===== config.mk =====
export PLATFORM = sky130hd
export DESIGN_NAME = pwmfrac_top
export DESIGN_NICKNAME = d
export VERILOG_FILES = /design/src/rtl/pwmfrac_pkg.sv /design/src/rtl/pwmfrac_regs.sv /design/src/rtl/pwmfrac_ctrl.sv /design/src/rtl/pwmfrac_datapath.sv /design/src/rtl/pwmfrac_top.sv
export SDC_FILE = /design/constraint.sdc
export NUM_CORES = 1
export LEC_CHECK = 0
export ABC_AREA = 1
export CAP_MARGIN = 30
export CORE_ASPECT_RATIO = 0.7
export CORE_MARGIN = 2
export CORE_UTILIZATION = 40
export CTS_CLUSTER_SIZE = 12
export DETAILED_ROUTE_END_ITERATION = 8
export GPL_TIMING_DRIVEN = 0
export PLACE_DENSITY_LB_ADDON = 0.1
export SYNTH_ARGS = -nofsm -noshare
export SYNTH_HDL_FRONTEND = slang
export SYNTH_HIERARCHICAL = 1
export SYNTH_SLANG_ARGS = --single-unit

===== constraint.sdc =====
create_clock -name clk -period 6.7 [get_ports clk]
set_clock_uncertainty 0.15 [all_clocks]
set_input_delay 1.675 -clock clk [delete_from_list [all_inputs] [get_ports clk]]
set_output_delay 1.675 -clock clk [all_outputs]
set_load 0.03 [all_outputs]

===== src/rtl/pwmfrac_pkg.sv =====
package pwmfrac_pkg;
  localparam int PERIOD_W = 8;
  localparam int NIB_W    = 4;
  localparam int FRAC_W   = 2;

  typedef struct packed {
    logic loadActive;  // copy committed values into the applied set
    logic advance;     // a running period just ended: step the group index
  } pwmStrobe_t;
endpackage


===== src/rtl/pwmfrac_regs.sv =====
module pwmfrac_regs
  import pwmfrac_pkg::*;
#(
  parameter int PERIOD_W = pwmfrac_pkg::PERIOD_W,
  parameter int NIB_W    = pwmfrac_pkg::NIB_W,
  parameter int FRAC_W   = pwmfrac_pkg::FRAC_W
) (
  input  logic                clk,
  input  logic                rstN,
  input  logic [NIB_W-1:0]    wrData,
  input  logic                wrPeriodLo,
  input  logic                wrPeriodHi,
  input  logic                wrDutyLo,
  input  logic                wrDutyHi,
  input  logic                wrFrac,
  output logic [PERIOD_W-1:0] pendPeriod,
  output logic [PERIOD_W-1:0] pendDuty,
  output logic [FRAC_W-1:0]   pendFrac
);
  localparam int HI_W = PERIOD_W - NIB_W;

  logic [NIB_W-1:0]  stagePerLo;
  logic [NIB_W-1:0]  stageDutyLo;
  logic [FRAC_W-1:0] stageFrac;

  // staging of the lower nibbles and the fraction
  always_ff @(posedge clk) begin
    if (!rstN) begin
      stagePerLo  <= '0;
      stageDutyLo <= '0;
      stageFrac   <= '0;
    end else begin
      if (wrPeriodLo) stagePerLo  <= wrData;
      if (wrDutyLo)   stageDutyLo <= wrData;
      if (wrFrac)     stageFrac   <= wrData[FRAC_W-1:0];
    end
  end

  // commit on the upper-nibble writes
  always_ff @(posedge clk) begin
    if (!rstN) begin
      pendPeriod <= '0;
      pendDuty   <= '0;
      pendFrac   <= '0;
    end else begin
      if (wrPeriodHi) pendPeriod <= {wrData[HI_W-1:0], stagePerLo};
      if (wrDutyHi) begin
        pendDuty <= {wrData[HI_W-1:0], stageDutyLo};
        pendFrac <= stageFrac;
      end
    end
  end

  AST_PERIOD_COMMIT_ONLY_HI: assert property (@(posedge clk) disable iff (!rstN)
    !wrPeriodHi |=> $stable(pendPeriod));
  AST_DUTY_COMMIT_ONLY_HI: assert property (@(posedge clk) disable iff (!rstN)
    !wrDutyHi |=> ($stable(pendDuty) && $stable(pendFrac)));
endmodule


===== src/rtl/pwmfrac_ctrl.sv =====
module pwmfrac_ctrl
  import pwmfrac_pkg::*;
#(
  parameter int PERIOD_W = pwmfrac_pkg::PERIOD_W,
  parameter int FRAC_W   = pwmfrac_pkg::FRAC_W
) (
  input  logic                clk,
  input  logic                rstN,
  input  logic                tickEn,
  input  logic [PERIOD_W-1:0] actPeriod,
  output logic [PERIOD_W-1:0] cnt,
  output logic [FRAC_W-1:0]   cycIdx,
  output pwmStrobe_t          strobe
);
  logic stopped;
  logic lastTick;

  always_comb begin
    stopped           = (actPeriod == '0);
    lastTick          = !stopped && (cnt == actPeriod - 1'b1);
    strobe.advance    = tickEn && lastTick;
    strobe.loadActive = tickEn && (stopped || lastTick);
  end

  always_ff @(posedge clk) begin
    if (!rstN) begin
      cnt <= '0;
    end else if (tickEn) begin
      if (stopped || lastTick) cnt <= '0;
      else                     cnt <= cnt + 1'b1;
    end
  end

  always_ff @(posedge clk) begin
    if (!rstN)               cycIdx <= '0;
    else if (stopped)        cycIdx <= '0;
    else if (strobe.advance) cycIdx <= cycIdx + 1'b1;
  end

  AST_CNT_BELOW_PERIOD: assert property (@(posedge clk) disable iff (!rstN)
    (actPeriod != '0) |-> (cnt < actPeriod));
  AST_IDX_STEP: assert property (@(posedge clk) disable iff (!rstN)
    (strobe.advance && actPeriod != '0) |=> (cycIdx == $past(cycIdx) + 1'b1) || (actPeriod == '0));
  AST_HOLD_NO_TICK: assert property (@(posedge clk) disable iff (!rstN)
    !tickEn |=> ($stable(cnt) && $stable(cycIdx)) || (actPeriod == '0));
  AST_STOP_CNT_ZERO: assert property (@(posedge clk) disable iff (!rstN)
    (actPeriod == '0) |-> (cnt == '0));
  AST_STOP_IDX_ZERO: assert property (@(posedge clk) disable iff (!rstN)
    (actPeriod == '0) |=> (cycIdx == '0));
endmodule


===== src/rtl/pwmfrac_datapath.sv =====
module pwmfrac_datapath
  import pwmfrac_pkg::*;
#(
  parameter int PERIOD_W = pwmfrac_pkg::PERIOD_W,
  parameter int FRAC_W   = pwmfrac_pkg::FRAC_W
) (
  input  logic                clk,
  input  logic                rstN,
  input  pwmStrobe_t          strobe,
  input  logic [PERIOD_W-1:0] pendPeriod,
  input  logic [PERIOD_W-1:0] pendDuty,
  input  logic [FRAC_W-1:0]   pendFrac,
  input  logic [PERIOD_W-1:0] cnt,
  input  logic [FRAC_W-1:0]   cycIdx,
  input  logic                polarity,
  output logic [PERIOD_W-1:0] actPeriod,
  output logic                pwmOut
);
  localparam int GROUP = 1 << FRAC_W;

  logic [PERIOD_W-1:0] actDuty;
  logic [FRAC_W-1:0]   actFrac;
  logic                extraTick;
  logic [PERIOD_W:0]   activeLen;
  logic                activeLvl;

  always_ff @(posedge clk) begin
    if (!rstN) begin
      actPeriod <= '0;
      actDuty   <= '0;
      actFrac   <= '0;
    end else if (strobe.loadActive) begin
      actPeriod <= pendPeriod;
      actDuty   <= pendDuty;
      actFrac   <= pendFrac;
    end
  end

  always_comb begin
    extraTick = (actFrac != '0) &&
                ({1'b0, cycIdx} >= (FRAC_W+1)'(GROUP) - {1'b0, actFrac});
    activeLen = {1'b0, actDuty} + {{PERIOD_W{1'b0}}, extraTick};
    activeLvl = (actPeriod != '0) && ({1'b0, cnt} < activeLen);
    pwmOut    = activeLvl ^ polarity;
  end

  AST_LOAD_AT_BOUNDARY: assert property (@(posedge clk) disable iff (!rstN)
    !strobe.loadActive |=> ($stable(actPeriod) && $stable(actDuty) && $stable(actFrac)));
  AST_IDLE_WHEN_STOPPED: assert property (@(posedge clk) disable iff (!rstN)
    (actPeriod == '0) |-> (pwmOut == polarity));
  AST_FULL_WHEN_SAT: assert property (@(posedge clk) disable iff (!rstN)
    (actPeriod != '0 && actDuty >= actPeriod) |-> (pwmOut != polarity));
  AST_ZERO_DUTY_IDLE: assert property (@(posedge clk) disable iff (!rstN)
    (actDuty == '0 && actFrac == '0) |-> (pwmOut == polarity));
endmodule


===== src/rtl/pwmfrac_top.sv =====
module pwmfrac_top
  import pwmfrac_pkg::*;
#(
  parameter int PERIOD_W = pwmfrac_pkg::PERIOD_W,
  parameter int NIB_W    = pwmfrac_pkg::NIB_W,
  parameter int FRAC_W   = pwmfrac_pkg::FRAC_W
) (
  input  logic             clk,
  input  logic             rstN,
  input  logic             tickEn,
  input  logic [NIB_W-1:0] wrData,
  input  logic             wrPeriodLo,
  input  logic             wrPeriodHi,
  input  logic             wrDutyLo,
  input  logic             wrDutyHi,
  input  logic             wrFrac,
  input  logic             polarity,
  output logic             pwmOut
);
  logic [PERIOD_W-1:0] pendPeriod;
  logic [PERIOD_W-1:0] pendDuty;
  logic [FRAC_W-1:0]   pendFrac;
  logic [PERIOD_W-1:0] actPeriod;
  logic [PERIOD_W-1:0] cnt;
  logic [FRAC_W-1:0]   cycIdx;
  pwmStrobe_t          strobe;

  pwmfrac_regs #(.PERIOD_W(PERIOD_W), .NIB_W(NIB_W), .FRAC_W(FRAC_W)) uRegs (
    .clk(clk), .rstN(rstN), .wrData(wrData),
    .wrPeriodLo(wrPeriodLo), .wrPeriodHi(wrPeriodHi),
    .wrDutyLo(wrDutyLo), .wrDutyHi(wrDutyHi), .wrFrac(wrFrac),
    .pendPeriod(pendPeriod), .pendDuty(pendDuty), .pendFrac(pendFrac)
  );

  pwmfrac_ctrl #(.PERIOD_W(PERIOD_W), .FRAC_W(FRAC_W)) uCtrl (
    .clk(clk), .rstN(rstN), .tickEn(tickEn), .actPeriod(actPeriod),
    .cnt(cnt), .cycIdx(cycIdx), .strobe(strobe)
  );

  pwmfrac_datapath #(.PERIOD_W(PERIOD_W), .FRAC_W(FRAC_W)) uData (
    .clk(clk), .rstN(rstN), .strobe(strobe),
    .pendPeriod(pendPeriod), .pendDuty(pendDuty), .pendFrac(pendFrac),
    .cnt(cnt), .cycIdx(cycIdx), .polarity(polarity),
    .actPeriod(actPeriod), .pwmOut(pwmOut)
  );
endmodule


Word level (Yosys, flattened, before mapping)
Index checks and enable logic that the tools add are counted.

cells by class
  add/sub/neg operators = 5
  reduce and logical (&&, ||, !) cells = 11
  bitwise gates (word level) = 2
  equality and inequality tests = 1
  multiplexer cells = 1
  $lt $le $gt $ge = 2

operators by type and width
  cell                 number
  $add 8x1->9          1
  $lt 8x9->1           1
  $add 8x1->8 const B  1
  $eq 8x8->1           1
  $logic_not 8->1      1
  $mux 8               1
  $reduce_bool 8->1    1
  $sub 8x1->8 const B  1
  $logic_and 1x1->1    5
  $ge 2x3->1           1
  $sub 3x2->3 const A  1
  $add 2x1->2 const B  1
  $reduce_bool 2->1    1
  $reduce_or 2->1      1
  $logic_not 1->1      1
  $logic_or 1x1->1     1
  $not 1->1            1
  $xor 1x1->1          1

word-level totals
  input bits = 13
  logic and storage cells = 33
  output and inout bits = 1
  register bits = 56

Logic depth before layout (Yosys ltp)
  depth after elaboration = 7
  mapped depth = 20
  gate-level depth less buffers = 20

By module
The synthesis kept the hierarchy.

by module, submodules not included
  module            cells each  times used  sequential area each (um^2)  area each (um^2)
  pwmfrac_regs      163         1           560.5                        1119.8
  pwmfrac_datapath  148         1           360.3                        1051.0
  pwmfrac_ctrl      137         1           200.2                        818.3

Worst setup path after synthesis
OpenSTA, ideal clock, no wires.

  path kind = flip-flop to output port
  from = register uData.actFrac[0]
  to = output port pwmOut
  data required time = 4.875 ns
  slack = 2.152 ns
  data arrival time = 2.723 ns
  buffers on the path = 0
  cell stages (with the launch flop) = 19
  cell sequence = dfxtp_1 > inv_1 > ha_1 > inv_1 > ha_1 > o21ai_0 > a21oi_1 > ha_1 > ha_1 > nand2_2 > nor2_4 > nand3_1 > xor2_1 > ha_1 > a21oi_1 > nor2_1 > nor2_2 > nand3_1 > nand2_1

on the way
  cells in the longest elaborated chain, start to end = 7
  elaborated cells between the ends (all ways) = 8

RTL lines
  what                    RTL line                text
  start, declared         pwmfrac_datapath.sv:22  logic [FRAC_W-1:0] actFrac;
  start signal, assigned  pwmfrac_datapath.sv:35  actFrac <= pendFrac;
  $sub 3x2->3             pwmfrac_datapath.sv:41  ({1'b0, cycIdx} >= (FRAC_W+1)'(GROUP) - {1'b0, actFrac});
  $ge 2x3->1              pwmfrac_datapath.sv:41
  $logic_and 1x1->1 (*)   pwmfrac_datapath.sv:40  extraTick = (actFrac != '0) &&
  $add 8x1->9 (*)         pwmfrac_datapath.sv:42  activeLen = {1'b0, actDuty} + {{PERIOD_W{1'b0}}, extraTick};
  $lt 8x9->1 (*)          pwmfrac_datapath.sv:43  activeLvl = (actPeriod != '0) && ({1'b0, cnt} < activeLen);
  $logic_and 1x1->1 (*)   pwmfrac_datapath.sv:43
  $xor 1x1->1 (*)         pwmfrac_datapath.sv:44  pwmOut = activeLvl ^ polarity;
  end, declared           pwmfrac_top.sv:18       output logic pwmOut

Mark *: on every way between the ends. The rest lies on a longest branch, timed or not.

Worst setup path in the final report
Same ends and word-level chain as after synthesis.

==> impl_metrics.toml <==
[run_status]
status = "finished clean"

[clocking]
cts.sinks = 56
worstSkewPairLatency_ns = 0.31
clk_path_buf_depth = 2
clkTransAtPathRegs_ns = 0.10
h-tree-depth = 2
clockRootBuffer = "clkbuf_8"
cts_tree = "built"
ctsResizeCount = 0
holdBufCountCts = 0
cts_inserted_buffers = 5
cts_setup_buffers = 0

[critical_path]
cp.arrival_ns = 3.76
required_ns = 4.88
critical_path_buf_inv_count = 4
start_kind = "flop"
worstPathCellList = "inv_1, ha_1, inv_1, ha_1, o21ai_0, a21oi_1, ha_1, ha_1, nand2_2, nor2_4, xor2_1, ha_1, nand2_1, inv_1, a21oi_1, nand2_1, nand2_1, nand3_1, nand2_1, clkdlybuf4s50_1"
reg2reg_from = "uData/actPeriod[0]"
crit_start = "uData/actFrac[0]"
cp-end-kind = "primary output"
path_delay_family = "adder cells"
cpMostUsedCell = "ha_1"
path_max_fanout = 3
path_class = "flop to primary output"
critPathSlowestCell = "clkdlybuf4s50_1"
max_stage_delay_ns = 0.66

[pwr]
total_leakage_power_nw = 1.56
cellPowerDensity_nw_per_um2 = 418
ir_drop_v = 0.000189

[detailed_routing]
drc_errors = 0
drt-pass1-iter-count = 4
routed_via_density = 4.49
avgRoutedWirePerCell_um = 10.7
drt-total-wl_um = 6000
drt-initial-drc-count = 161
antenna_left = 0
vias = 2521

[placement]
hpwlAfterDp_um = 4630
gp_congestion = 0.788
numPortBuffers = 9
dp_cells = 554

[grt]
met2_usage_pct = 23.4
grt_max_degree = 17
grt_util_met3_pct = 2.82
grt_use_met1_pct = 24.7
grt_pass1_wl_um = 10800
grtUsageTotal_pct = 16.2
grt_pass1_vias = 2394
grt_overflow = 0
grt.busiest_layer = "met1"
antenna_found_initial = 0

[cells_and_area]
final_cells = 561
drive_gt1_share_pct = 7.56
nets = 491
syn_to_final_growth_pct = 9.85
num_antenna_cells = 0

[synthesis]
synth_nets = 475
syn_area_sq_um = 2990
syn_inst = 447
yosysWarnings = 6
syn_area_per_cell_sq_um = 6.68

[sta]
finalSetupTns_ns = 0
worst_pin_slew_ns = 0.472
final_max_slew_viol_count = 0
rsz0062_at_grt = "false"
hold_viol = 0
setup_viol = 0
finalCritPeriodShare_pct = 83.4
min_period_ns = 5.59
fmax_mhz = 179
relSlewSlack_pct = 68.4

[hold_path]
min_from = "uData/actFrac[1]"
hold_class = "flop to flop"

[floorplanning]
core_sq_um = 7250
ios = 14
die_x_um = 107
die_h_um = 76.3
initial_core_util_pct = 41.2
dieArea_sq_um = 8180
row_count = 26

[run]
cap_violations = 0
==> metrics by stage <==
| step | instance area [sq um] | utilization (%) | setup WS [ns] | hold slack, ns | power (mW) |
|---|---|---|---|---|---|
| 6_report | 3280 | 45.2 | 1.11 | 0.319 | 1.37 |
| 5_1_grt | 3280 | 45.2 | 0.726 | 0.344 | 1.53 |
| 4_1_cts | 3280 | 45.2 | 1.07 | 0.327 | 1.38 |
| 3_5_place_dp | 3200 | 44.1 | 1.45 | 0.312 | 1.19 |
| 3_3_place_gp | 3200 | 44.1 | 1.47 | 0.307 | 1.19 |
| 2_1_floorplan | 2990 | - | 2.15 | 0.283 | 1.02 |
==> per-layer routing <==
| metal | part of all wire, % | vias up |
|---|---|---|
| li1 | - | 1382 |
| met1 | 59 | 1115 |
| met2 | 38 | 19 |
| met3 | 2.2 | 5 |
| met4 | 0.78 | 0 |
| met5 | 0 | - |
==> final timing paths <==
kind	end	slack, ns	depth (start not counted)
min	uData/actFrac[1]	0.32	2
max	pwmOut	1.11	20
min reg2reg	uData/actFrac[1]	0.32	2
max reg2reg	uData/actPeriod[0]	4.12	14
==> final cells by class <==
type	instances	area [sq um]
Fill cell	769	3980
Multi-Input combinational cell	328	1580
Sequential cell	56	1120
Inverter	50	188
Tap cell	98	123
Buffer	13	92.6
Timing Repair Buffer	9	90.1
Clock buffer	6	72.6
Clock inverter	1	8.76
==> state kept, by name, summed over array words and instances (netlist names) <==
register and cells:
uRegs/pendPeriod 8, uRegs/pendFrac 2, uRegs/stageDutyLo 4, uCtrl/cycIdx 2
uCtrl/cnt 8, uRegs/stagePerLo 4, uData/actPeriod 8, uData/actDuty 8
uRegs/pendDuty 8, uRegs/stageFrac 2, uData/actFrac 2
==> tightest hold or removal path: stages (launching register included) <==
cell,delay [ns]
dfxtp_1,0.31
inv_1,0.06
a21oi_1,0.06
==> cells in the final DEF, fill, tap and decap left out, drive strengths merged <==
master / n
dfxtp: 56
a21oi: 9
o21ai: 21
nor3b: 1
inv: 50
nand4: 3
xnor2: 8
nor2: 122
and2: 2
nand3: 11
xor2: 9
buf: 10
clkinv: 1
clkbuf: 9
nand2: 124
clkdlybuf4s50: 9
o21a: 1
ha: 15
nor3: 2
==> power breakdown <==
| part | internal (mW) | switching, mW |
|---|---|---|
| combinational | 0.263 | 0.441 |
| sequential | 0.407 | 0.0774 |
| clock | 0.0736 | 0.110 |
| total | 0.744 | 0.628 |
Power figures use the tool's default switching activity.
